==> config.mk <==
export PLATFORM = sky130hd
export DESIGN_NAME = gpio_port_regs
export DESIGN_NICKNAME = d
export VERILOG_FILES = /design/src/rtl/gpio_port_pkg.sv /design/src/rtl/gpio_addr_dec.sv /design/src/rtl/gpio_mask_reg.sv /design/src/rtl/gpio_in_sync.sv /design/src/rtl/gpio_port_regs.sv
export SDC_FILE = /design/constraint.sdc
export NUM_CORES = 1
export LEC_CHECK = 0
export BUFFER_PORTS_ARGS = -buffer_cell sky130_fd_sc_hd__buf_2
export CAP_MARGIN = 30
export CORE_MARGIN = 2
export CORE_UTILIZATION = 48
export DETAILED_ROUTE_END_ITERATION = 8
export PLACE_DENSITY = 0.95
export SLEW_MARGIN = 5
export SYNTH_ARGS = -nofsm -noshare
export SYNTH_HDL_FRONTEND = slang
export SYNTH_HIERARCHICAL = 1
export SYNTH_SLANG_ARGS = --single-unit
==> constraint.sdc <==
create_clock -name clk_i -period 2.6 [get_ports clk_i]
set_clock_uncertainty 0.15 [all_clocks]
set_input_delay 0.52 -clock clk_i [delete_from_list [all_inputs] [get_ports clk_i]]
set_output_delay 0.52 -clock clk_i [all_outputs]
set_load 0.02 [all_outputs]
==> src/rtl/gpio_port_pkg.sv <==
package gpio_port_pkg;
  typedef enum logic [1:0] {
    SEL_CFG = 2'd0,
    SEL_OE  = 2'd1,
    SEL_OUT = 2'd2,
    SEL_IN  = 2'd3
  } reg_sel_e;

  localparam int unsigned NUM_WR_REGS = 3;
  localparam int unsigned ALIAS_BIT   = 11;  // 0x800 selects the masked alias
  localparam int unsigned SEL_LSB     = 4;   // 0x10 stride between registers
endpackage

==> src/rtl/gpio_addr_dec.sv <==
module gpio_addr_dec
  import gpio_port_pkg::*;
#(
  parameter int unsigned ADDR_W = 12
) (
  input  logic [ADDR_W-1:0] addr_i,
  output logic              hit_o,
  output logic              masked_o,
  output reg_sel_e          sel_o
);
  logic [ADDR_W-1:0] fixed_bits;

  always_comb begin
    fixed_bits            = addr_i;
    fixed_bits[ALIAS_BIT] = 1'b0;
    fixed_bits[SEL_LSB+1:SEL_LSB] = 2'b00;
    masked_o = addr_i[ALIAS_BIT];
    sel_o    = reg_sel_e'(addr_i[SEL_LSB+1:SEL_LSB]);
    // the input register has no masked alias
    hit_o    = (fixed_bits == '0) && !(masked_o && sel_o == SEL_IN);
  end
endmodule

==> src/rtl/gpio_mask_reg.sv <==
module gpio_mask_reg #(
  parameter int unsigned NPINS = 8
) (
  input  logic               clk_i,
  input  logic               rst_ni,
  input  logic               wr_i,
  input  logic               masked_i,
  input  logic [2*NPINS-1:0] data_i,
  output logic [NPINS-1:0]   q_o
);
  logic [NPINS-1:0] sel, val, nxt;

  assign val = data_i[NPINS-1:0];
  assign sel = masked_i ? data_i[2*NPINS-1:NPINS] : '1;

  always_comb nxt = (q_o & ~sel) | (val & sel);

  always_ff @(posedge clk_i or negedge rst_ni) begin
    if (!rst_ni)   q_o <= '0;
    else if (wr_i) q_o <= nxt;
  end

  p_hold_r4: assert property (@(posedge clk_i) disable iff (!rst_ni)
    !wr_i |=> $stable(q_o));
  p_direct_r2: assert property (@(posedge clk_i) disable iff (!rst_ni)
    (wr_i && !masked_i) |=> (q_o == $past(data_i[NPINS-1:0])));
  p_mask_keep_r3: assert property (@(posedge clk_i) disable iff (!rst_ni)
    (wr_i && masked_i) |=>
      (((q_o ^ $past(q_o)) & ~$past(data_i[2*NPINS-1:NPINS])) == '0));
endmodule

==> src/rtl/gpio_in_sync.sv <==
module gpio_in_sync #(
  parameter int unsigned NPINS = 8
) (
  input  logic             clk_i,
  input  logic             rst_ni,
  input  logic [NPINS-1:0] d_i,
  output logic [NPINS-1:0] q_o
);
  logic [NPINS-1:0] s1_q;

  always_ff @(posedge clk_i or negedge rst_ni) begin
    if (!rst_ni) begin
      s1_q <= '0;
      q_o  <= '0;
    end else begin
      s1_q <= d_i;
      q_o  <= s1_q;
    end
  end

  // cycles since reset, for the latency check
  logic [1:0] warm_q;
  always_ff @(posedge clk_i or negedge rst_ni) begin
    if (!rst_ni)            warm_q <= '0;
    else if (warm_q != 2'd3) warm_q <= warm_q + 2'd1;
  end

  p_latency_r6: assert property (@(posedge clk_i) disable iff (!rst_ni)
    (warm_q == 2'd3) |-> (q_o == $past(d_i, 2)));
endmodule

==> src/rtl/gpio_port_regs.sv <==
module gpio_port_regs
  import gpio_port_pkg::*;
#(
  parameter int unsigned NPINS  = 8,
  parameter int unsigned ADDR_W = 12,
  parameter int unsigned DATA_W = 32
) (
  input  logic              clk_i,
  input  logic              rst_ni,
  input  logic [ADDR_W-1:0] addr_i,
  input  logic [DATA_W-1:0] wdata_i,
  input  logic              we_i,
  output logic [DATA_W-1:0] rdata_o,
  input  logic [NPINS-1:0]  pad_in_i,
  output logic [NPINS-1:0]  pad_out_o,
  output logic [NPINS-1:0]  pad_oe_o
);
  localparam int unsigned WR_W = 2 * NPINS;

  logic     hit, masked;
  reg_sel_e sel;
  logic [NPINS-1:0] regs [NUM_WR_REGS];
  logic [NPINS-1:0] in_q;
  logic unused_wdata;

  assign unused_wdata = ^wdata_i[DATA_W-1:WR_W];

  gpio_addr_dec #(.ADDR_W(ADDR_W)) u_dec (
    .addr_i  (addr_i),
    .hit_o   (hit),
    .masked_o(masked),
    .sel_o   (sel)
  );

  for (genvar g = 0; g < NUM_WR_REGS; g++) begin : g_reg
    gpio_mask_reg #(.NPINS(NPINS)) u_reg (
      .clk_i   (clk_i),
      .rst_ni  (rst_ni),
      .wr_i    (we_i && hit && (sel == reg_sel_e'(g))),
      .masked_i(masked),
      .data_i  (wdata_i[WR_W-1:0]),
      .q_o     (regs[g])
    );
  end

  gpio_in_sync #(.NPINS(NPINS)) u_sync (
    .clk_i (clk_i),
    .rst_ni(rst_ni),
    .d_i   (pad_in_i),
    .q_o   (in_q)
  );

  always_comb begin
    rdata_o = '0;
    if (hit) rdata_o[NPINS-1:0] = (sel == SEL_IN) ? in_q : regs[sel];
  end

  assign pad_out_o = regs[SEL_OUT];
  assign pad_oe_o  = regs[SEL_CFG] & regs[SEL_OE];

  always_comb begin
    p_rdata_upper_r5: assert (rdata_o[DATA_W-1:NPINS] == '0);
  end
endmodule

Word level (Yosys, flattened, before mapping). Cells that the tools add are included.

Register bits after elaboration: 40. Logic and storage cells: 34.

Bitwise operators: 10. Reductions and logical operators: 9. Equality and inequality tests: 3. Mux-type cells: 6. $lt $le $gt $ge: 1.

Operators by type and width (count): AND 8 bit (5); 2-to-1 mux 8 bit (5); OR 8 bit (3); binary-select mux 8 bit (select 2 bit) (1); zero test 9 bit (1); inverter 8 bit (1); logical AND 1 bit (6); == test 2 bit, second input constant (2); >= comparator 3 bit, second input constant (1); inverter 2 -> 3 bit (1); == test 2 x 1 -> 1 bit, second input constant (1); zero test 2 bit (1); zero test 1 bit (1).

Logic depth before layout (Yosys ltp).
Word-level depth: 6. Gate-level depth with buffers: 6. Mapped depth without buffers: 6.

Hierarchy. Netlist, hierarchy kept.

By module, submodules not included: gpio_mask_reg (cells each 25, sequential area each 200.2 um^2, area each 334.1 um^2, instances 3); gpio_port_regs (cells each 66, sequential area each 0.0 um^2, area each 514.2 um^2, instances 1); gpio_in_sync (cells each 16, sequential area each 400.4 um^2, area each 400.4 um^2, instances 1); gpio_addr_dec (cells each 8, sequential area each 0.0 um^2, area each 51.3 um^2, instances 1).

Least setup slack after synthesis. Ideal clock, no wire load.

Path kind: input port to output port. Start: input port addr_i[1]. End: output port rdata_o[0]. Setup slack: 0.363 ns. Stages on the path: 5. Arrival: 1.567 ns. Cell sequence: nor4_1 -> and4_1 -> nand2b_1 -> buf_2 -> o22ai_1.

Cells in the longest elaborated chain, start to end: 3.

Ends and longest elaborated chain: start, declared (RTL line gpio_port_regs.sv:10) `input logic [ADDR_W-1:0] addr_i,`; zero test 9 bit (RTL line gpio_addr_dec.sv:20) `hit_o = (fixed_bits == '0) && !(masked_o && sel_o == SEL_IN);`; logical AND 1 bit (RTL line gpio_addr_dec.sv:20); named net hit (RTL line gpio_port_regs.sv:20) `logic hit, masked;`; 2-to-1 mux 8 bit (RTL line gpio_port_regs.sv:55) `if (hit) rdata_o[NPINS-1:0] = (sel == SEL_IN) ? in_q : regs[sel];`; end, declared (RTL line gpio_port_regs.sv:13) `output logic [DATA_W-1:0] rdata_o,`.

The timed path passes the listed nets, and every way through them passes these cells.

Worst setup path in the final report.
Start: input port addr_i[1]. End: output port rdata_o[6].

Same word-level chain as after synthesis.

==> results.cfg <==
[cts]
cts_max_path_bufs = 2
cts-buffers-inserted = 5
post_cts_buffers = 0
htree_levels = 2
worstSkewPairLatency_ns = 0.29
clk_pin_slew_ns = 0.08
clkSinkCount = 40
tritoncts = done
root_buffer = sky130_fd_sc_hd__clkbuf_8

[floorplan]
start_util_pct = 49.56
die_width_um = 68.04
design.die.area_sq_um = 4629
placementRows = 23
io_pins = 103
die_y_um = 68.04
core_area_sq_um = 3971

[synthesis]
syn-instance-count = 165
netlist_area_sq_um = 1968
synth_cell_types = 20
synthesis.yosys.warnings = 6
synth_seq_area_share_pct = 50.86
synth.avg_cell_area_sq_um = 11.93
register_bit_total_from_synthesis = 40

[power]
power.share.switching_pct = 24.82
seqPwrFrac_pct = 54.7
switching_power_uw = 290.8
intPower_uw = 881.0
power_mw = 1.172
clockPowerShare_pct = 36.1
power_leakage_nw = 1.266
combinationalPowerShare_pct = 9.2
vdd_ir_max_mv = 0.3390
cellPowerDensity_nw_per_um2 = 501.1

[place]
placed_cells_incl_taps = 277
port_buffers = 62
gpl.final_weighted_congestion = 0.7070
dpl.hpwl_um = 3033
detailedPlace.worstSlack_ns = 0.07917

[timing]
setup_violations = 0
worst_slew_margin_rel_pct = 42.52
holdWs_ns = 0.1725
crit_path_setup_slack_layout_ns = 0.1353
finalHoldViolations = 0
fin_crit_sh_pct = 94.80
worst_slew_pin_slew_ns = 0.8622
timing_max_transition_violations_final = 0
grt_setup_unrepaired = no
timing.final.crit_period_ns = 2.465
fin_setup_tns_ns = 0
clock.fmax_mhz = 405.7

[setup_path]
worstSetupPathType = input pin to output pin
critical_path.cell_chain = buf_2, nor4_1, and4_1, nand2b_2, o22ai_1, buf_2
critPathArrivalTime_ns = 1.79
worst-endpoint-required_ns = 1.93
timing.critical_path.from_type = input pin
crit_top_cell = sky130_fd_sc_hd__buf_2
critical-path-max-stage-delay_ns = 0.29
critical_path.max_fanout = 8
worstSetupStartpoint = addr_i[1]
crit_buf_inv = 2
endpoint_kind = output pin
cp_slowest_cell = sky130_fd_sc_hd__and4_1
worst_path_dominant_cell_family = simple AND/OR/NAND/NOR gates

[run]
maxCapViolCount = 0

[global_route]
grt_start_max_net_pins = 41
grt_pass1_wl_um = 6203
initial_antenna_violation_count = 0
globalRouteTotalUtil_pct = 19.19
number_of_global_route_vias_before_repair = 1388
grt_overflow = 0

[final_layout]
drive_gt1_share_pct = 43.83
final_net_count = 289
layout.cells.most_common_list = sky130_fd_sc_hd__buf_2 (62), sky130_fd_sc_hd__dfrtp_1 (40), sky130_fd_sc_hd__conb_1 (24), sky130_fd_sc_hd__o21ai_0 (24), sky130_fd_sc_hd__mux2_2 (24)
area_of_the_multi_input_gates_sq_um = 808.3
antenna_cells_inserted = 0
fillers = 333
synth_to_final_area_change_pct = 18.82
area.sequential_sq_um = 1001
leading_cell_type_in_the_layout_fill_and_taps_excluded = sky130_fd_sc_hd__buf_2
layout.cells.non_filler = 285

[drt]
vias_per_cell = 5.067
antenna_violating_nets_remaining = 0
route.final.wire_length_um = 4185
detail_route.iter0.violations = 81
drcViolationCount = 0
wl_per_cell_um = 14.68
detailedRoute.firstPassIterationCount = 4
route.vias.total = 1444

[min_path]
worstHoldPathType = input pin to flop
worstHoldStart = pad_in_i[5]

[run_status]
outcome = finished clean
Yosys cell counts:
library cell	number	area share, %
sky130_fd_sc_hd__buf_4	27	10
sky130_fd_sc_hd__buf_6	1	0.57
sky130_fd_sc_hd__and2_1	8	2.5
sky130_fd_sc_hd__mux2i_1	16	8.1
sky130_fd_sc_hd__nand3_1	1	0.25
sky130_fd_sc_hd__nand2b_1	1	0.32
sky130_fd_sc_hd__and4_1	1	0.45
sky130_fd_sc_hd__o21ai_0	24	6.1
sky130_fd_sc_hd__nor3b_1	2	0.76
sky130_fd_sc_hd__o22ai_1	8	2.5
sky130_fd_sc_hd__mux2_2	24	14
sky130_fd_sc_hd__nor2_1	1	0.19
sky130_fd_sc_hd__nand2_1	2	0.38
sky130_fd_sc_hd__dfrtp_1	40	51
sky130_fd_sc_hd__nor3_1	2	0.51
sky130_fd_sc_hd__buf_2	1	0.25
sky130_fd_sc_hd__nor4_1	1	0.32
sky130_fd_sc_hd__conb_1	1	0.19
sky130_fd_sc_hd__buf_12	1	1.0
sky130_fd_sc_hd__inv_1	3	0.57
power groups by stage:
stage	sequential [mW]	clock [mW]	combinational, mW
finish	0.641	0.423	0.108
global placement	0.652	0	0.106
detailed placement	0.653	0	0.108
global route	0.642	0.461	0.121
CTS	0.641	0.437	0.108
floorplan	0.653	0	0.0887
through the flow:
stage,instance area [sq um],utilization [%]
after floorplan,2054,-
after global placement,2241,56.43
after detailed placement,2241,56.43
after CTS,2333,58.76
after global routing,2338,58.88
final,2338,58.88
path summary, 6_finish.rpt:
path	to	slack (ns)	cells past startpoint
max	rdata_o[6]	0.14	6
min	u_sync/s1_q[5]	0.17	1
max reg2reg	flop	1.66	1
min reg2reg	u_sync/q_o[6]	0.19	0
max in group asynchronous	u_sync/s1_q[0]	1.57	1
min in group asynchronous	u_sync/q_o[6]	0.19	1
logic make-up after synthesis:
group | share of synthesized area (%)
muxes | 21.87
DFF | 50.86
buffers and inverters | 12.71
AOI/OAI and AO/OA | 8.646
and+or+nand+nor | 5.722
other | 0.1905
metal layers:
layer	up-vias	GRT usage, %	routed length, um
li1	670	-	-
met1	710	22.15	1785
met2	59	33.37	2071
met3	5	5.592	283
met4	0	7.500	45
met5	-	0	0
final cells by class:
| class | count | area share (%) |
|---|---|---|
| flip-flops and latches | 40 | 42.80 |
| multi-input cells | 115 | 34.56 |
| clock buffers | 6 | 3.531 |
| inverters | 3 | 0.4815 |
| clock inverters | 2 | 0.4280 |
| well taps | 50 | 2.675 |
| repair buffers | 69 | 15.52 |
repair_timing:
item / CTS / global route
hold buffers: 0 / 0
setup endpoints to repair: 0 / 5
gates resized for setup: 0 / 2
Note: power is estimated with default switching activity, not from simulation.
